<file path="src/rtl/rstseq_pkg.sv">
package rstseq_pkg;

  typedef enum logic [1:0] {
    ST_HOLD  = 2'd0,
    ST_COUNT = 2'd1,
    ST_RUN   = 2'd2
  } rs_state_t;

  typedef struct packed {
    logic cntClear;
    logic cntStep;
    logic setExt;
  } rs_strobe_t;

endpackage

</file>
<file path="src/rtl/rstseq_ctrl.sv">
module rstseq_ctrl
  import rstseq_pkg::*;
(
  input  logic       clk,
  input  logic       powerOnIn,
  input  logic       pinRstN,
  input  logic       wdtExpire,
  input  logic       tickNow,
  input  logic       atLast,
  output rs_strobe_t strb,
  output logic       rstOut
);

  rs_state_t state, stateNext;
  logic causeNow;
  logic stepping;
  logic releaseNow;

  always_comb begin
    causeNow   = !pinRstN || wdtExpire;
    stepping   = !causeNow && (state != ST_RUN) && tickNow;
    releaseNow = stepping && atLast;

    strb.cntClear = causeNow || releaseNow;
    strb.cntStep  = stepping && !atLast;
    strb.setExt   = !pinRstN;

    if (causeNow)
      stateNext = ST_HOLD;
    else if (releaseNow)
      stateNext = ST_RUN;
    else if (state == ST_HOLD)
      stateNext = ST_COUNT;
    else
      stateNext = state;
  end

  always_ff @(posedge clk or posedge powerOnIn) begin
    if (powerOnIn)
      state <= ST_HOLD;
    else
      state <= stateNext;
  end

  assign rstOut = (state != ST_RUN);

  // power-on keeps the internal reset asserted
  assert_por_holds_R1: assert property (@(posedge clk)
    powerOnIn |-> rstOut);

  // a sampled low pin forces reset on the next cycle
  assert_pin_holds_R4: assert property (@(posedge clk) disable iff (powerOnIn)
    !pinRstN |=> rstOut);

  // a watchdog pulse forces reset on the next cycle
  assert_wdt_pulse_R5: assert property (@(posedge clk) disable iff (powerOnIn)
    wdtExpire |=> rstOut);

  // release never happens on an edge that sees a cause
  assert_release_clean_R9: assert property (@(posedge clk) disable iff (powerOnIn)
    $fell(rstOut) |-> ($past(pinRstN) && !$past(wdtExpire)));

  // a released reset only rises again because of a cause
  assert_run_stable_R10: assert property (@(posedge clk) disable iff (powerOnIn)
    (!rstOut && pinRstN && !wdtExpire) |=> !rstOut);

endmodule

</file>
<file path="src/rtl/rstseq_dp.sv">
module rstseq_dp
  import rstseq_pkg::*;
#(
  parameter int CpuDelay = 5,
  parameter int SlowDly1 = 512,
  parameter int SlowDly2 = 4096,
  parameter int SlowDly3 = 16384
) (
  input  logic       clk,
  input  logic       powerOnIn,
  input  logic [1:0] startSel,
  input  logic       slowTick,
  input  logic       flagClr,
  input  logic [1:0] flagClrMask,
  input  rs_strobe_t strb,
  output logic       tickNow,
  output logic       atLast,
  output logic       porFlag,
  output logic       extFlag
);

  localparam int MaxA   = (CpuDelay > SlowDly1) ? CpuDelay : SlowDly1;
  localparam int MaxB   = (SlowDly2 > SlowDly3) ? SlowDly2 : SlowDly3;
  localparam int MaxDly = (MaxA > MaxB) ? MaxA : MaxB;
  localparam int CntW   = (MaxDly > 2) ? $clog2(MaxDly) : 1;

  logic [CntW-1:0] cnt;
  logic [CntW:0]   curTarget;

  always_comb begin
    unique case (startSel)
      2'b00:   curTarget = (CntW+1)'(CpuDelay);
      2'b01:   curTarget = (CntW+1)'(SlowDly1);
      2'b10:   curTarget = (CntW+1)'(SlowDly2);
      default: curTarget = (CntW+1)'(SlowDly3);
    endcase
    tickNow = (startSel == 2'b00) ? 1'b1 : slowTick;
    atLast  = ({1'b0, cnt} == curTarget - 1'b1);
  end

  always_ff @(posedge clk or posedge powerOnIn) begin
    if (powerOnIn)
      cnt <= '0;
    else if (strb.cntClear)
      cnt <= '0;
    else if (strb.cntStep)
      cnt <= cnt + 1'b1;
  end

  // cause flags: only power-on initialises them
  always_ff @(posedge clk or posedge powerOnIn) begin
    if (powerOnIn) begin
      porFlag <= 1'b1;
      extFlag <= 1'b0;
    end else begin
      if (strb.setExt)
        extFlag <= 1'b1;
      else if (flagClr && flagClrMask[1])
        extFlag <= 1'b0;
      if (flagClr && flagClrMask[0])
        porFlag <= 1'b0;
    end
  end

  // the delay counter never reaches the selected length
  assert_cnt_in_range_R3: assert property (@(posedge clk) disable iff (powerOnIn)
    ({1'b0, cnt} < curTarget));

  // a pin reset sets the pin flag and spares the power-on flag
  assert_pin_sets_flag_R6: assert property (@(posedge clk) disable iff (powerOnIn)
    (strb.setExt && !flagClr) |=> (extFlag && $stable(porFlag)));

  // without a pin reset or a clear the flags hold
  assert_flags_hold_R7: assert property (@(posedge clk) disable iff (powerOnIn)
    (!strb.setExt && !flagClr) |=> ($stable(porFlag) && $stable(extFlag)));

  // a clear of the power-on flag takes effect on the next cycle
  assert_clear_por_R8: assert property (@(posedge clk) disable iff (powerOnIn)
    (flagClr && flagClrMask[0]) |=> !porFlag);

endmodule

</file>
<file path="src/rtl/rst_sequencer.sv">
module rst_sequencer
  import rstseq_pkg::*;
#(
  parameter int CpuDelay = 5,
  parameter int SlowDly1 = 512,
  parameter int SlowDly2 = 4096,
  parameter int SlowDly3 = 16384
) (
  input  logic       clk,
  input  logic       powerOnIn,
  input  logic       pinRstN,
  input  logic       wdtExpire,
  input  logic [1:0] startSel,
  input  logic       slowTick,
  input  logic       flagClr,
  input  logic [1:0] flagClrMask,
  output logic       rstOut,
  output logic       porFlag,
  output logic       extFlag
);

  rs_strobe_t strb;
  logic tickNow;
  logic atLast;

  rstseq_ctrl u_ctrl (
    .clk       (clk),
    .powerOnIn (powerOnIn),
    .pinRstN   (pinRstN),
    .wdtExpire (wdtExpire),
    .tickNow   (tickNow),
    .atLast    (atLast),
    .strb      (strb),
    .rstOut    (rstOut)
  );

  rstseq_dp #(
    .CpuDelay (CpuDelay),
    .SlowDly1 (SlowDly1),
    .SlowDly2 (SlowDly2),
    .SlowDly3 (SlowDly3)
  ) u_dp (
    .clk         (clk),
    .powerOnIn   (powerOnIn),
    .startSel    (startSel),
    .slowTick    (slowTick),
    .flagClr     (flagClr),
    .flagClrMask (flagClrMask),
    .strb        (strb),
    .tickNow     (tickNow),
    .atLast      (atLast),
    .porFlag     (porFlag),
    .extFlag     (extFlag)
  );

endmodule

</file>
<file path="config.mk">
export PLATFORM = sky130hd
export DESIGN_NAME = rst_sequencer
export DESIGN_NICKNAME = d
export VERILOG_FILES = /design/src/rtl/rstseq_pkg.sv /design/src/rtl/rstseq_ctrl.sv /design/src/rtl/rstseq_dp.sv /design/src/rtl/rst_sequencer.sv
export SDC_FILE = /design/constraint.sdc
export NUM_CORES = 1
export LEC_CHECK = 0
export BUFFER_PORTS_ARGS = -buffer_cell sky130_fd_sc_hd__buf_4
export CORE_MARGIN = 2
export CORE_UTILIZATION = 60
export CTS_CLUSTER_DIAMETER = 30
export DETAILED_ROUTE_END_ITERATION = 16
export PLACE_DENSITY = 0.82
export SLEW_MARGIN = 40
export SYNTH_ARGS = -nofsm -noshare
export SYNTH_HDL_FRONTEND = slang
export SYNTH_SLANG_ARGS = --single-unit
</file>
<file path="constraint.sdc">
create_clock -name clk -period 3.75 [get_ports clk]
set_input_delay 0.1875 -clock clk [delete_from_list [all_inputs] [get_ports clk]]
set_output_delay 0.1875 -clock clk [all_outputs]
set_load 0.02 [all_outputs]
</file>
==> run summary <==
The run finished, with violations left. The checks that failed: negative hold slack. The post-synthesis to final-layout area growth came out at 13.2%. The final sum of negative setup slack is 0 ns. The endpoint class of the critical path is a register. The standby leakage power came out at 0.440 nW. The number of endpoints failing setup at the final stage is 0. Setup repair after global routing left no endpoint under its margin. The H-tree level count came out at 1.

The overall via count from detail_route came out at 937. The DRC violations left came out at 0. The number of diodes added for antenna fixing is 0.

The pin count of the biggest net entering global routing came out at 19. Global routing used 23.9% of the available tracks. Walking the worst path, the cells encountered are nand4_1 > or4b_4 > a2111oi_4 > buf_4 > o21ai_0. The clock network latency to the later pin of the worst-skew pair came out at 0.30 ns. The commonest register cell after synthesis is sky130_fd_sc_hd__dfrtp_1. The final-report hold violation count is 17.

The final-report max-slew violation count is 0. The number of enable flip-flop cells after synthesis is 0. For this run, the slowest stage of the critical path takes 0.63 ns. The clock transition at the registers of the reported paths is 0.10 ns. The starting density of the core is 65.9%. The number of cells after detailed placement came out at 129.

Once the clock tree was built, the setup fixing pass inserted 0 buffers. The standard cell with the maximum stage delay on the critical path is sky130_fd_sc_hd__a2111oi_4. The distinct cell type count after synthesis came out at 34. The sequential cell area came out at 452 µm². The worst setup path is launched from a register. The reported max-cap violation count came out at 0.

After routing the design area is 0.00116 mm². After detailed routing, the average wire length per cell comes to 15.7 µm. The required time at the worst-slack endpoint came out at 3.93 ns. The clock tree from TritonCTS is built.

The starting DRC count in detailed routing is 45. In the synthesized netlist, the cells that appear most often are sky130_fd_sc_hd__dfrtp_1, sky130_fd_sc_hd__a211oi_1, sky130_fd_sc_hd__nand2_1, sky130_fd_sc_hd__nand3_1, sky130_fd_sc_hd__o21ai_0. The number of antenna violations at the first check in global routing is 0. The half-perimeter wire length after placement came out at 1510 µm.

The number of optimization iterations in the first detailed-route pass is 4. The area share of the leading cell type in the synthesized netlist came out at 41.4%. The master cell of the clock root buffer is sky130_fd_sc_hd__clkbuf_4. The total of hold buffers inserted after clock tree synthesis is 0. The total standard cell area after synthesis is 0.00103 mm². The fraction of power consumed by the clock network came out at 34.7%. The number of gates resized after cts came out at 0. The maximum clock frequency is 430 MHz. TritonCTS created 3 clock buffers. The clock period minus worst slack came out at 2.33 ns. Yosys attributes the largest share of cell area to sky130_fd_sc_hd__dfrtp_1, sky130_fd_sc_hd__a211oi_1, sky130_fd_sc_hd__nand2_1. The combinational power share is 8.1%.

The final global-route overflow total came out at 0. The wire length of the first global-routing pass came out at 3570 µm. Counting along the longest clock path gives a buffer depth of 2. The gate count of the mapped netlist came out at 104. Of the synthesized area, sequential elements account for 44.0%.

The worst register-to-register path ends at u_dp.cnt[0]$_DFFE_PP0P_. Synthesis inferred 18 register bits. Dividing total power by cell area gives a power density of 298 mW/mm². The total power came out at 0.000347 W.

The ratio of final minimum period to clock period is 62.0%. The critical path is of the register to register type. The area of combinational cells with multiple inputs came out at 553 µm². When the netlist entered floorplanning its net count stood at 115. The floorplan row count is 14.

The reg-to-reg critical path startpoint is u_dp.cnt[4]$_DFFE_PP0P_. By instance count, the leading cell after synthesis is sky130_fd_sc_hd__dfrtp_1. The number of synthesis warnings is 0.

The count of port buffers added during placement is 12. The worst supply voltage drop on vdd came out at 0.000291 V. The number of standard cells in the final layout excluding fillers is 134. The via count of the first global-routing pass came out at 800. The clock tree skew after final layout is 0.000718 ns.

The layout has 111 filler cells. The die area came out at 0.00206 mm². The worst max-slew margin expressed relative to the limit is 52.4%. The setup slack of the most critical reg-to-reg path is 1.42 ns. The total number of clock tree sinks is 18.

The core area came out at 0.00156 mm². The share of total power consumed by net switching is 23.0%. The highest fanout seen on the critical path is 9. The count of cells along the worst register-to-register path came out at 5.

For this run, asynchronously set or reset flops after synthesis account for 100%. The count of nets left with antenna violations once routing finished came out at 0. For this block, the routed nets add up to 2110 µm of wire. The number of primary I/O pins is 13. In this run the cell area measured after placement is 0.00112 mm². The worst hold path belongs to the class input port to asynchronous set/reset pin. Final hold analysis gives a worst-case slack of -0.0195 ns. The net total in the final layout is 130. The width of the die is 45.4 µm. The switching power came out at 0.0000796 W.

The ratio of cells with drive above 1 in the final layout came out at 19.5%. The share of total power dissipated in sequential elements is 57.2%. The worst-margin pin slew is 0.710 ns. The global placer's final weighted congestion came out at 0.845. Averaged over all synthesized cells, the footprint is 9.88 µm². The synthesized design spends more area on one cell type than any other, namely sky130_fd_sc_hd__dfrtp_1. The vertical die dimension came out at 45.4 µm. The design internal power is 0.000267 W. Using the TritonRoute via totals, the vias-per-cell ratio works out to 6.99. The signal arrival time at the worst endpoint is 2.51 ns.
cells by family after synthesis:
| family | after synthesis | share of synthesized area, % |
|---|---|---|
| xor gates and xnor gates | 3 | 2.56 |
| buffers and inverters | 4 | 2.19 |
| AOI/OAI and AO/OA | 29 | 21.6 |
| adders and majority gates | 1 | 1.22 |
| and+or+nand+nor | 49 | 28.5 |
| DFF | 18 | 44.0 |
sequential cells by signal, indices dropped and copies added (netlist names):
signal	flops
u_dp.cnt	14
u_dp.porFlag	1
u_ctrl.state	2
u_dp.extFlag	1
cell usage in the layout (no fill, tap or decap), drive strengths merged, types with 2 or more instances in the layout:
cell,synthesis,layout
dfrtp,17,17
buf,1,13
nand2,10,10
a211oi,10,10
nand3,7,7
o21ai,7,7
or3,6,6
nand4,4,4
o31ai,4,4
or4,4,4
clkbuf,2,4
nor4,3,3
and2,3,3
xor2,3,3
nor3,3,3
nand2b,2,2
o211ai,2,2
and4,2,2
final cells by class:
type | instances | share of cell area [%]
timing repair buffer | 13 | 8.40
sequential | 18 | 38.9
clock buffer | 4 | 3.12
tap | 16 | 1.72
inverter | 1 | 0.323
multi-input combinational | 82 | 47.6
worst max-delay path: cells and delay by family (launching register included):
family | cells | cell delay [ns]
flops | 1 | 0.47
buf+inv | 1 | 0.27
compound gates | 2 | 0.74
simple gates | 2 | 0.73
worst max-delay path by stage:
stage / startpoint / to / cells past startpoint / slack, ns
after floorplan: u_dp.cnt[4]$_DFFE_PP0P_ / u_dp.cnt[2]$_DFFE_PP0P_ / 5 / 1.83
after global placement: u_dp.cnt[4]$_DFFE_PP0P_ / u_dp.cnt[1]$_DFFE_PP0P_ / 4 / 1.45
after detailed placement: u_dp.cnt[4]$_DFFE_PP0P_ / u_dp.cnt[0]$_DFFE_PP0P_ / 4 / 1.33
after CTS: u_dp.cnt[4]$_DFFE_PP0P_ / u_dp.cnt[0]$_DFFE_PP0P_ / 4 / 1.35
after global routing: u_dp.cnt[4]$_DFFE_PP0P_ / u_dp.cnt[0]$_DFFE_PP0P_ / 5 / 1.33
final: u_dp.cnt[4]$_DFFE_PP0P_ / u_dp.cnt[0]$_DFFE_PP0P_ / 5 / 1.42
through the flow:
stage | hold slack (ns) | utilization (%) | setup slack, ns
after floorplan | 0.125 | - | 1.83
after global placement | 0.330 | 71.7 | 1.45
after detailed placement | 0.334 | 71.7 | 1.33
after CTS | 0.00508 | 74.1 | 1.35
after global routing | 0.0393 | 74.6 | 1.33
final | -0.0195 | 74.6 | 1.42
routing by layer:
| layer | global-route usage, % | share of wire, % | routed length, µm |
|---|---|---|---|
| met1 | 35.0 | 45 | 944 |
| met2 | 37.7 | 49 | 1030 |
| met3 | 2.38 | 4.6 | 97 |
| met4 | 7.06 | 1.7 | 36 |
| met5 | 0 | 0 | 0 |
power by group through the flow:
| stage | sequential (W) | clock [W] | combinational, W |
|---|---|---|---|
| final | 0.000198 | 0.000120 | 0.0000280 |
| after detailed placement | 0.000202 | 0 | 0.0000283 |
| after global routing | 0.000199 | 0.000128 | 0.0000316 |
| after global placement | 0.000202 | 0 | 0.0000274 |
| after CTS | 0.000198 | 0.000123 | 0.0000282 |
| after floorplan | 0.000202 | 0 | 0.0000145 |
No activity file was read; power rests on OpenSTA's default activity.
